### src/rtl/fwd_pkg.sv
package fwd_pkg;
  localparam int unsigned HOST_W = 32;
  localparam int unsigned WIDE_W = HOST_W + 1;
  localparam logic [WIDE_W-1:0] TOP_4G = {1'b1, {HOST_W{1'b0}}};
  localparam int unsigned N_WIN = 2;

  typedef enum logic {
    WIN_FIXED = 1'b0,
    WIN_EXT   = 1'b1
  } win_id_e;

  typedef struct packed {
    logic              en;
    logic [WIDE_W-1:0] host_base;
    logic [WIDE_W-1:0] size;
    logic [HOST_W-1:0] flash_base;
  } win_t;

  function automatic logic [WIDE_W-1:0] min_wide(input logic [WIDE_W-1:0] a,
                                                 input logic [WIDE_W-1:0] b);
    return (a < b) ? a : b;
  endfunction
endpackage

### src/rtl/fwd_rst_sync.sv
module fwd_rst_sync #(
  parameter int unsigned STAGES = 2
) (
  input  logic clk,
  input  logic rst_n,
  output logic rst_n_sync
);
  logic [STAGES-1:0] chain_q;
  logic [STAGES-1:0] chain_d;

  always_comb begin
    chain_d = {chain_q[STAGES-2:0], 1'b1};
  end

  always_ff @(posedge clk or negedge rst_n) begin
    if (!rst_n) chain_q <= '0;
    else        chain_q <= chain_d;
  end

  assign rst_n_sync = chain_q[STAGES-1];
endmodule

### src/rtl/fwd_window_calc.sv
module fwd_window_calc
  import fwd_pkg::*;
#(
  parameter logic [WIDE_W-1:0] FIXED_MAX = 33'h0_0100_0000,
  parameter logic [HOST_W-1:0] EXT_BASE  = 32'hF800_0000,
  parameter logic [HOST_W-1:0] EXT_MAX   = 32'h0200_0000
) (
  input  logic [HOST_W-1:0] region_start,
  input  logic [HOST_W-1:0] region_size,
  output win_t              fixed_w,
  output win_t              ext_w
);
  logic [WIDE_W-1:0] size_w;
  logic [WIDE_W-1:0] fix_len;
  logic [WIDE_W-1:0] rest_len;
  logic [WIDE_W-1:0] ext_len;
  logic [WIDE_W-1:0] ext_top;
  logic [HOST_W-1:0] fix_flash;

  always_comb begin
    size_w    = {1'b0, region_size};
    fix_len   = min_wide(size_w, FIXED_MAX);
    fix_flash = region_start + region_size - fix_len[HOST_W-1:0];
    rest_len  = size_w - fix_len;
    ext_len   = min_wide(rest_len, {1'b0, EXT_MAX});
    ext_top   = {1'b0, EXT_BASE} + {1'b0, EXT_MAX};

    fixed_w.en         = (fix_len != '0);
    fixed_w.size       = fix_len;
    fixed_w.host_base  = TOP_4G - fix_len;
    fixed_w.flash_base = fix_flash;

    ext_w.en         = (ext_len != '0);
    ext_w.size       = ext_len;
    ext_w.host_base  = ext_w.en ? (ext_top - ext_len) : '0;
    ext_w.flash_base = ext_w.en ? (fix_flash - ext_len[HOST_W-1:0]) : '0;
  end
endmodule

### src/rtl/fwd_cfg_regs.sv
module fwd_cfg_regs
  import fwd_pkg::*;
(
  input  logic clk,
  input  logic rst_n,
  input  logic init_req,
  input  win_t fixed_in,
  input  win_t ext_in,
  output win_t fixed_q,
  output win_t ext_q,
  output logic done_q
);
  logic capture;
  logic done_d;

  always_comb begin
    capture = init_req && !done_q;
    done_d  = done_q || capture;
  end

  always_ff @(posedge clk or negedge rst_n) begin
    if (!rst_n) begin
      done_q  <= 1'b0;
      fixed_q <= '0;
      ext_q   <= '0;
    end else begin
      done_q <= done_d;
      if (capture) begin
        fixed_q <= fixed_in;
        ext_q   <= ext_in;
      end
    end
  end
endmodule

### src/rtl/fwd_window_match.sv
module fwd_window_match
  import fwd_pkg::*;
(
  input  win_t              win,
  input  logic [HOST_W-1:0] addr,
  output logic              hit,
  output logic [HOST_W-1:0] offset
);
  logic [WIDE_W-1:0] addr_w;
  logic [WIDE_W-1:0] win_end;
  logic [WIDE_W-1:0] rel;

  always_comb begin
    addr_w  = {1'b0, addr};
    win_end = win.host_base + win.size;
    rel     = addr_w - win.host_base;
    hit     = win.en && (addr_w >= win.host_base) && (addr_w < win_end);
    offset  = win.flash_base + rel[HOST_W-1:0];
  end
endmodule

### src/rtl/flash_window_decoder.sv
module flash_window_decoder
  import fwd_pkg::*;
#(
  parameter logic [WIDE_W-1:0] FIXED_MAX = 33'h0_0100_0000,
  parameter logic [HOST_W-1:0] EXT_BASE  = 32'hF800_0000,
  parameter logic [HOST_W-1:0] EXT_MAX   = 32'h0200_0000
) (
  input  logic              clk,
  input  logic              rst_n,
  input  logic              init_req,
  input  logic [HOST_W-1:0] region_start,
  input  logic [HOST_W-1:0] region_size,
  input  logic              req_valid,
  output logic              req_ready,
  input  logic [HOST_W-1:0] req_addr,
  output logic              rsp_valid,
  output logic              rsp_hit,
  output logic              rsp_win,
  output logic [HOST_W-1:0] rsp_offset,
  output logic [HOST_W-1:0] ext_base,
  output logic [HOST_W-1:0] ext_size
);
  generate
    if (EXT_BASE == '0 || EXT_MAX == '0) begin : g_bad_cfg
      $error("flash_window_decoder: EXT_BASE and EXT_MAX must both be nonzero");
    end
  endgenerate

  logic rst_n_int;
  win_t calc_fixed, calc_ext;
  win_t cfg_fixed, cfg_ext;
  logic cfg_done;
  win_t wins [N_WIN];
  logic [N_WIN-1:0]  win_hit;
  logic [HOST_W-1:0] win_off [N_WIN];

  fwd_rst_sync #(.STAGES(2)) u_rst_sync (
    .clk        (clk),
    .rst_n      (rst_n),
    .rst_n_sync (rst_n_int)
  );

  fwd_window_calc #(
    .FIXED_MAX (FIXED_MAX),
    .EXT_BASE  (EXT_BASE),
    .EXT_MAX   (EXT_MAX)
  ) u_calc (
    .region_start (region_start),
    .region_size  (region_size),
    .fixed_w      (calc_fixed),
    .ext_w        (calc_ext)
  );

  fwd_cfg_regs u_cfg (
    .clk      (clk),
    .rst_n    (rst_n_int),
    .init_req (init_req),
    .fixed_in (calc_fixed),
    .ext_in   (calc_ext),
    .fixed_q  (cfg_fixed),
    .ext_q    (cfg_ext),
    .done_q   (cfg_done)
  );

  always_comb begin
    wins[WIN_FIXED] = cfg_fixed;
    wins[WIN_EXT]   = cfg_ext;
  end

  for (genvar g = 0; g < N_WIN; g++) begin : g_match
    fwd_window_match u_match (
      .win    (wins[g]),
      .addr   (req_addr),
      .hit    (win_hit[g]),
      .offset (win_off[g])
    );
  end

  // Response path: next-state logic, then registers.
  logic              ready_q;
  logic              accept;
  logic              vld_q, vld_d;
  logic              hit_q, hit_d;
  logic              win_q, win_d;
  logic [HOST_W-1:0] off_q, off_d;

  always_comb begin
    accept = req_valid && ready_q;
    vld_d  = accept;
    hit_d  = 1'b0;
    win_d  = WIN_FIXED;
    off_d  = '0;
    if (cfg_done) begin
      if (win_hit[WIN_FIXED]) begin
        hit_d = 1'b1;
        win_d = WIN_FIXED;
        off_d = win_off[WIN_FIXED];
      end else if (win_hit[WIN_EXT]) begin
        hit_d = 1'b1;
        win_d = WIN_EXT;
        off_d = win_off[WIN_EXT];
      end
    end
  end

  always_ff @(posedge clk or negedge rst_n_int) begin
    if (!rst_n_int) begin
      ready_q <= 1'b0;
      vld_q   <= 1'b0;
      hit_q   <= 1'b0;
      win_q   <= 1'b0;
      off_q   <= '0;
    end else begin
      ready_q <= 1'b1;
      vld_q   <= vld_d;
      if (accept) begin
        hit_q <= hit_d;
        win_q <= win_d;
        off_q <= off_d;
      end
    end
  end

  assign req_ready  = ready_q;
  assign rsp_valid  = vld_q;
  assign rsp_hit    = hit_q;
  assign rsp_win    = win_q;
  assign rsp_offset = off_q;
  assign ext_base   = cfg_ext.host_base[HOST_W-1:0];
  assign ext_size   = cfg_ext.size[HOST_W-1:0];
endmodule

### config.mk
export PLATFORM = sky130hd
export DESIGN_NAME = flash_window_decoder
export DESIGN_NICKNAME = d
export VERILOG_FILES = /design/src/rtl/fwd_pkg.sv /design/src/rtl/fwd_rst_sync.sv /design/src/rtl/fwd_window_calc.sv /design/src/rtl/fwd_cfg_regs.sv /design/src/rtl/fwd_window_match.sv /design/src/rtl/flash_window_decoder.sv
export SDC_FILE = /design/constraint.sdc
export NUM_CORES = 1
export LEC_CHECK = 0
export BUFFER_PORTS_ARGS = -buffer_cell sky130_fd_sc_hd__buf_2
export CORE_UTILIZATION = 45
export CTS_BUF_LIST = sky130_fd_sc_hd__clkbuf_2
export CTS_CLUSTER_DIAMETER = 80
export DETAILED_ROUTE_END_ITERATION = 8
export GPL_TIMING_DRIVEN = 0
export PLACE_DENSITY = 0.72
export SETUP_SLACK_MARGIN = 0.3
export SLEW_MARGIN = 10
export SYNTH_ARGS = -nofsm -noshare
export SYNTH_HDL_FRONTEND = slang
export SYNTH_HIERARCHICAL = 1
export SYNTH_SLANG_ARGS = --single-unit
### constraint.sdc
create_clock -name clk -period 6.7 [get_ports clk]
set_clock_uncertainty 0.1 [all_clocks]
set_input_delay 1.005 -clock clk [delete_from_list [all_inputs] [get_ports clk]]
set_output_delay 1.005 -clock clk [all_outputs]
set_load 0.02 [all_outputs]
# Yosys cells after proc, flatten, opt, wreduce, memory -nomap -nowiden

Index checks and enable logic that the tools add are counted.

Bits in registers: 237
Input port bits: 100
Output and inout port bits: 100
Word-level logic and storage cells: 55

Add/subtract/negate cells: 12
$lt $le $gt $ge: 6
Multiplexer cells: 12
Reductions and logical operators: 10

Operators with widths:

| cell                                                         | count |
|---|---|
| two-way mux 32 bit                                           | 5 |
| subtractor 32 bit                                            | 4 |
| adder 32 bit                                                 | 3 |
| adder 33 bit                                                 | 2 |
| greater-or-equal comparator 32 x 33 -> 1 bit                 | 2 |
| less-than comparator 32 x 33 -> 1 bit                        | 2 |
| two-way mux 33 bit                                           | 2 |
| nonzero test 33 bit                                          | 2 |
| less-than comparator 33 x 26 -> 1 bit, second input constant | 1 |
| subtractor 32 x 33 -> 33 bit                                 | 1 |
| subtractor 32 x 33 -> 33 bit, first input constant           | 1 |
| subtractor 33 bit, first input constant                      | 1 |
| less-than comparator 32 x 25 -> 1 bit, second input constant | 1 |
| logical AND 1 bit                                            | 6 |
| two-way mux 1 bit                                            | 5 |
| logical NOT 1 bit                                            | 1 |
| logical OR 1 bit                                             | 1 |

# Depth between registers and ports, before layout

Depth after elaboration: 7
Mapped depth: 34
Mapped depth without buffers: 27

# Modules after synthesis

Netlist, hierarchy kept.

By module, submodules not included:

| module                                 | instances | cells an instance | area an instance (um2) | seq. area each (um2) |
|---|---|---|---|---|
| fwd_cfg_regs                           | 1         | 421               | 7,847.5                | 4,979.8 |
| fwd_window_calc                        | 1         | 1,084             | 6,941.7                | 0.0 |
| fwd_window_match at g_match[1].u_match | 1         | 759               | 5,592.9                | 0.0 |
| fwd_window_match at g_match[0].u_match | 1         | 746               | 5,544.1                | 0.0 |
| flash_window_decoder                   | 1         | 157               | 1,614.0                | 900.9 |
| fwd_rst_sync                           | 1         | 3                 | 53.8                   | 50.0 |

# Worst setup path after synthesis

Ideal clock, no wire load.

Kind: input to register
Start point: input region_size[29]
End point: register u_cfg/ext_q[28] in the netlist's numbering
Library setup time: 0.125 ns
Arrival: 7.493 ns
Data required time: 6.475 ns
Setup slack: -1.018 ns
Cell stages on the path: 30
Buffers on the path: 6
Path through: or4_1 nor2_4 inv_2 buf_6 buf_2 clkbuf_1 clkbuf_1 clkbuf_1 buf_1 nor2_1 fa_1 inv_1 ha_1 a2111oi_0 o21ai_0 nand2_1 o21ai_0 a21o_1 a21oi_1 o21ai_0 xor2_1 ha_1 or4_1 o21ai_0 o21ai_0 o311ai_0 nand4_1 a211o_1 and3_1 mux2_2

RTL lines:

| element              | line                       | RTL |
|---|---|---|
| start, declared      | flash_window_decoder.sv:12 | `input logic [HOST_W-1:0] region_size,` |
| end signal, assigned | fwd_cfg_regs.sv:30         | `ext_q <= ext_in;` |
| end, declared        | fwd_cfg_regs.sv:10         | `output win_t ext_q,` |

==> flow_metrics.py <==
metrics = {
    "finish": {
        "layout.nets": 4030,
        "syn_to_final_growth_pct": 14.6,
        "drive_gt1_share_pct": 21.5,
    },
    "floorplanning": {
        "io_pins": 200,
        "core_sq_um": 60500,
        "rows": 90,
        "dieArea_sq_um": 62300,
        "die_h_um": 250,
        "die_w_um": 250,
        "floorplan.initialDensity_pct": 45.6,
    },
    "critical_path": {
        "criticalPathCategory": "input port to flop",
        "slowest_delay_ns": 0.58,
        "cp_data_required_time_ns": 7.51,
        "rrSetupSlack_ns": 0.51,
        "crit_fanout": 7,
        "cp-start-kind": "input port",
        "r2r_cells": 21,
        "critPathTopFamily": "simple AND/OR/NAND/NOR gates",
        "reg2reg_from": "u_cfg/ext_q[65]$_DFFE_PN0P_",
        "timing.rr.end": "rsp_offset[29]$_DFFE_PN0P_",
        "cp.buffers_inverters": 12,
        "cp.arrival_ns": 7.34,
        "cp-end-kind": "flop",
        "crit_path_top_delay_cell": "xnor2_1",
    },
    "routing": {
        "wl_um": 90100,
        "drt-pass1-iter-count": 6,
        "wl_per_cell_um": 20.7,
        "ant_nets": 0,
        "vias": 24748,
        "drc": 0,
        "drt_iter0_drc": 2087,
        "via_per_inst": 5.69,
    },
    "yosys": {
        "ys_seq_area_share_pct": 21.5,
        "netlist_instances": 3170,
        "synth_cell_types": 102,
        "yosysTopAreaCell": "dfrtp_1",
        "synthArstFlopShare_pct": 100,
        "syn_area_sq_um": 27600,
        "synth_seq_cells": 237,
        "synth_fa_ha_area_share_pct": 21.4,
        "synth_edf_count": 0,
        "synth_mux_area_share_pct": 9.70,
        "synth_area_leaders": "dfrtp_1 21%, ha_1 14%, fa_1 6.9%",
        "synth-simple-area-share_pct": 12.2,
        "synth_commonest_cells": "501 x inv_1, 319 x ha_1, 237 x dfrtp_1",
        "synth_compound_area_share_pct": 19.0,
        "synth.avg_cell_area_sq_um": 8.70,
        "synth_top_family_by_area": "adder cells",
        "yosysTopAreaCellShare_pct": 21.5,
        "synth_ff_type": "dfrtp_1",
        "yosysMostFrequentCell": "inv_1",
        "synth_xor_area_share_pct": 6.35,
        "yosys_warnings": 6,
    },
    "place": {
        "io_buffer_count": 194,
        "gp_congestion": 0.978,
        "post-place-ws_ns": -2.08,
        "hpwl_um": 74100,
    },
    "clock_tree": {
        "cts_tree": "done",
        "cts_sinks": 237,
        "cts_root_buf": "clkbuf_2",
        "clk_pin_slew_ns": 0.11,
        "clock_latency_ns": 1.11,
        "cts.htree.levels": 3,
        "cts_buffers": 69,
        "clockBufferDepth": 3,
    },
    "power_and_ir_drop": {
        "sw_frac_of_total_pct": 47.4,
        "p_int_mw": 4.41,
        "power.switching_mw": 3.98,
        "power.density_nw_per_um2": 265,
        "seqPwrFrac_pct": 22.7,
        "power_leakage_nw": 15.8,
        "vdd_drop_max_uv": 104,
        "combPwrFrac_pct": 63.8,
        "clkPwrFrac_pct": 13.6,
    },
    "timing": {
        "relSlewSlack_pct": 6.99,
        "finalCritPeriodShare_pct": 97.5,
        "finalSetupViolCount": 0,
        "max_clock_freq_ghz": 0.153,
        "finalSetupTns_ns": 0,
        "worstMarginPinSlew_ns": 1.38,
        "setup_slack_ns": 0.168,
        "rsz0062_at_grt": "yes",
        "fin_crit_ns": 6.53,
        "slew_viol_final": 0,
        "hold_viol_final": 0,
    },
    "global_route": {
        "grt_pass1_wl_um": 135000,
        "grt_max_degree": 57,
        "overflow": 0,
        "antenna_found_initial": 8,
        "grt_usage_pct": 28.2,
        "grt_pass1_vias": 23677,
    },
    "run": {
        "maxCapViolCount": 0,
    },
    "worst_hold_path": {
        "hold_path_class": "flop to asynchronous set/reset pin",
    },
    "run_status": {
        "status": "finished, final reports clean",
    },
}
flip-flops by register name, summed over array words and instances (netlist names):
name,count
u_cfg/ext_q,99
rsp_win,1
rsp_valid,1
u_cfg/fixed_q,99
u_cfg/done_q,1
req_ready,1
rsp_hit,1
rsp_offset,32
u_rst_sync/chain_q,2
power groups by stage:
stage	clock [mW]	sequential, mW	combinational (mW)
3_5_place_dp	0	1.92	5.00
6_report	1.14	1.90	5.35
2_1_floorplan	0	1.98	3.73
5_1_grt	1.24	1.93	5.89
3_3_place_gp	0	1.95	4.89
4_1_cts	1.17	1.90	5.11
area by class of cell:
| cell class | count | area (sq um) |
|---|---|---|
| Buffer | 100 | 897 |
| Clock inverter | 23 | 124 |
| Inverter | 517 | 1940 |
| Multi-Input combinational cell | 2344 | 19700 |
| Tap cell | 782 | 978 |
| Clock buffer | 98 | 490 |
| Sequential cell | 237 | 5940 |
| Fill cell | 5610 | 28800 |
| Timing Repair Buffer | 247 | 1500 |
| Antenna cell | 5 | 12.5 |
how the worst max path moves through the flow:
stage	end	cells after the start	start
after floorplan	u_cfg/ext_q[28]$_DFFE_PN0P_	30	region_size[30]
after global placement	u_cfg/ext_q[28]$_DFFE_PN0P_	30	region_size[30]
after detailed placement	u_cfg/ext_q[28]$_DFFE_PN0P_	30	region_size[30]
after CTS	u_cfg/ext_q[28]$_DFFE_PN0P_	32	region_size[24]
after global routing	u_cfg/ext_q[31]$_DFFE_PN0P_	33	region_size[30]
final	u_cfg/ext_q[28]$_DFFE_PN0P_	33	region_size[30]
cell families after synthesis:
logic type      after synthesis
flops                       237
compound gates              799
simple gates                694
other cells                   4
fa+ha+maj                   414
xor+xnor                    200
mux                         205
buf+inv                     617
per-layer routing:
layer,GRT usage [%],share of wire [%]
met5,0,0.039
met4,15.6,5.4
met3,4.38,7.1
met2,43.3,43
met1,37.9,44
repair_timing:
action,in CTS,in global routing
buffers inserted,17,30
hold buffers,2,0
endpoints found under the hold margin,3,0
gates resized for setup,50,78
endpoints found under the setup margin,52,38
pin swaps,20,44
metrics by stage:
stage	area, sq um	utilization, %	total power [mW]	instances	hold slack [ns]
final	31600	52.3	8.39	4353	0.114
after global routing	31600	52.3	9.06	4353	0.166
after CTS	31000	51.3	8.18	4318	0.0778
after detailed placement	30000	49.5	6.92	4178	0.152
after global placement	29800	49.3	6.84	4174	0.233
after floorplan	27900	-	5.70	3198	0.231
cell usage in the layout, fill, tap and decap left out, types with 17 or more instances in the layout:
cell type	netlist	routed
clkbuf_1	31	26
mux2_2	99	95
o21ai_0	128	113
nand3_1	60	58
nand2b_1	29	29
nor2_1	182	171
buf_4	17	62
clkbuf_2	3	101
buf_8	14	17
and3_1	32	31
a21o_1	102	102
a21oi_1	200	191
nand4_1	39	39
xor2_1	77	70
o21ai_1	41	48
xnor2_1	123	117
fa_1	95	93
and2_1	17	17
a22oi_1	35	34
dfrtp_1	237	235
o21a_1	49	49
mux2_4	100	104
inv_1	501	499
nor2b_1	25	24
o21bai_1	29	29
ha_1	319	309
a31oi_1	30	27
nor3_1	51	50
nand2_1	189	186
conb_1	4	32
buf_2	13	202
a211oi_1	32	27
(Power assumes the default switching activity.)
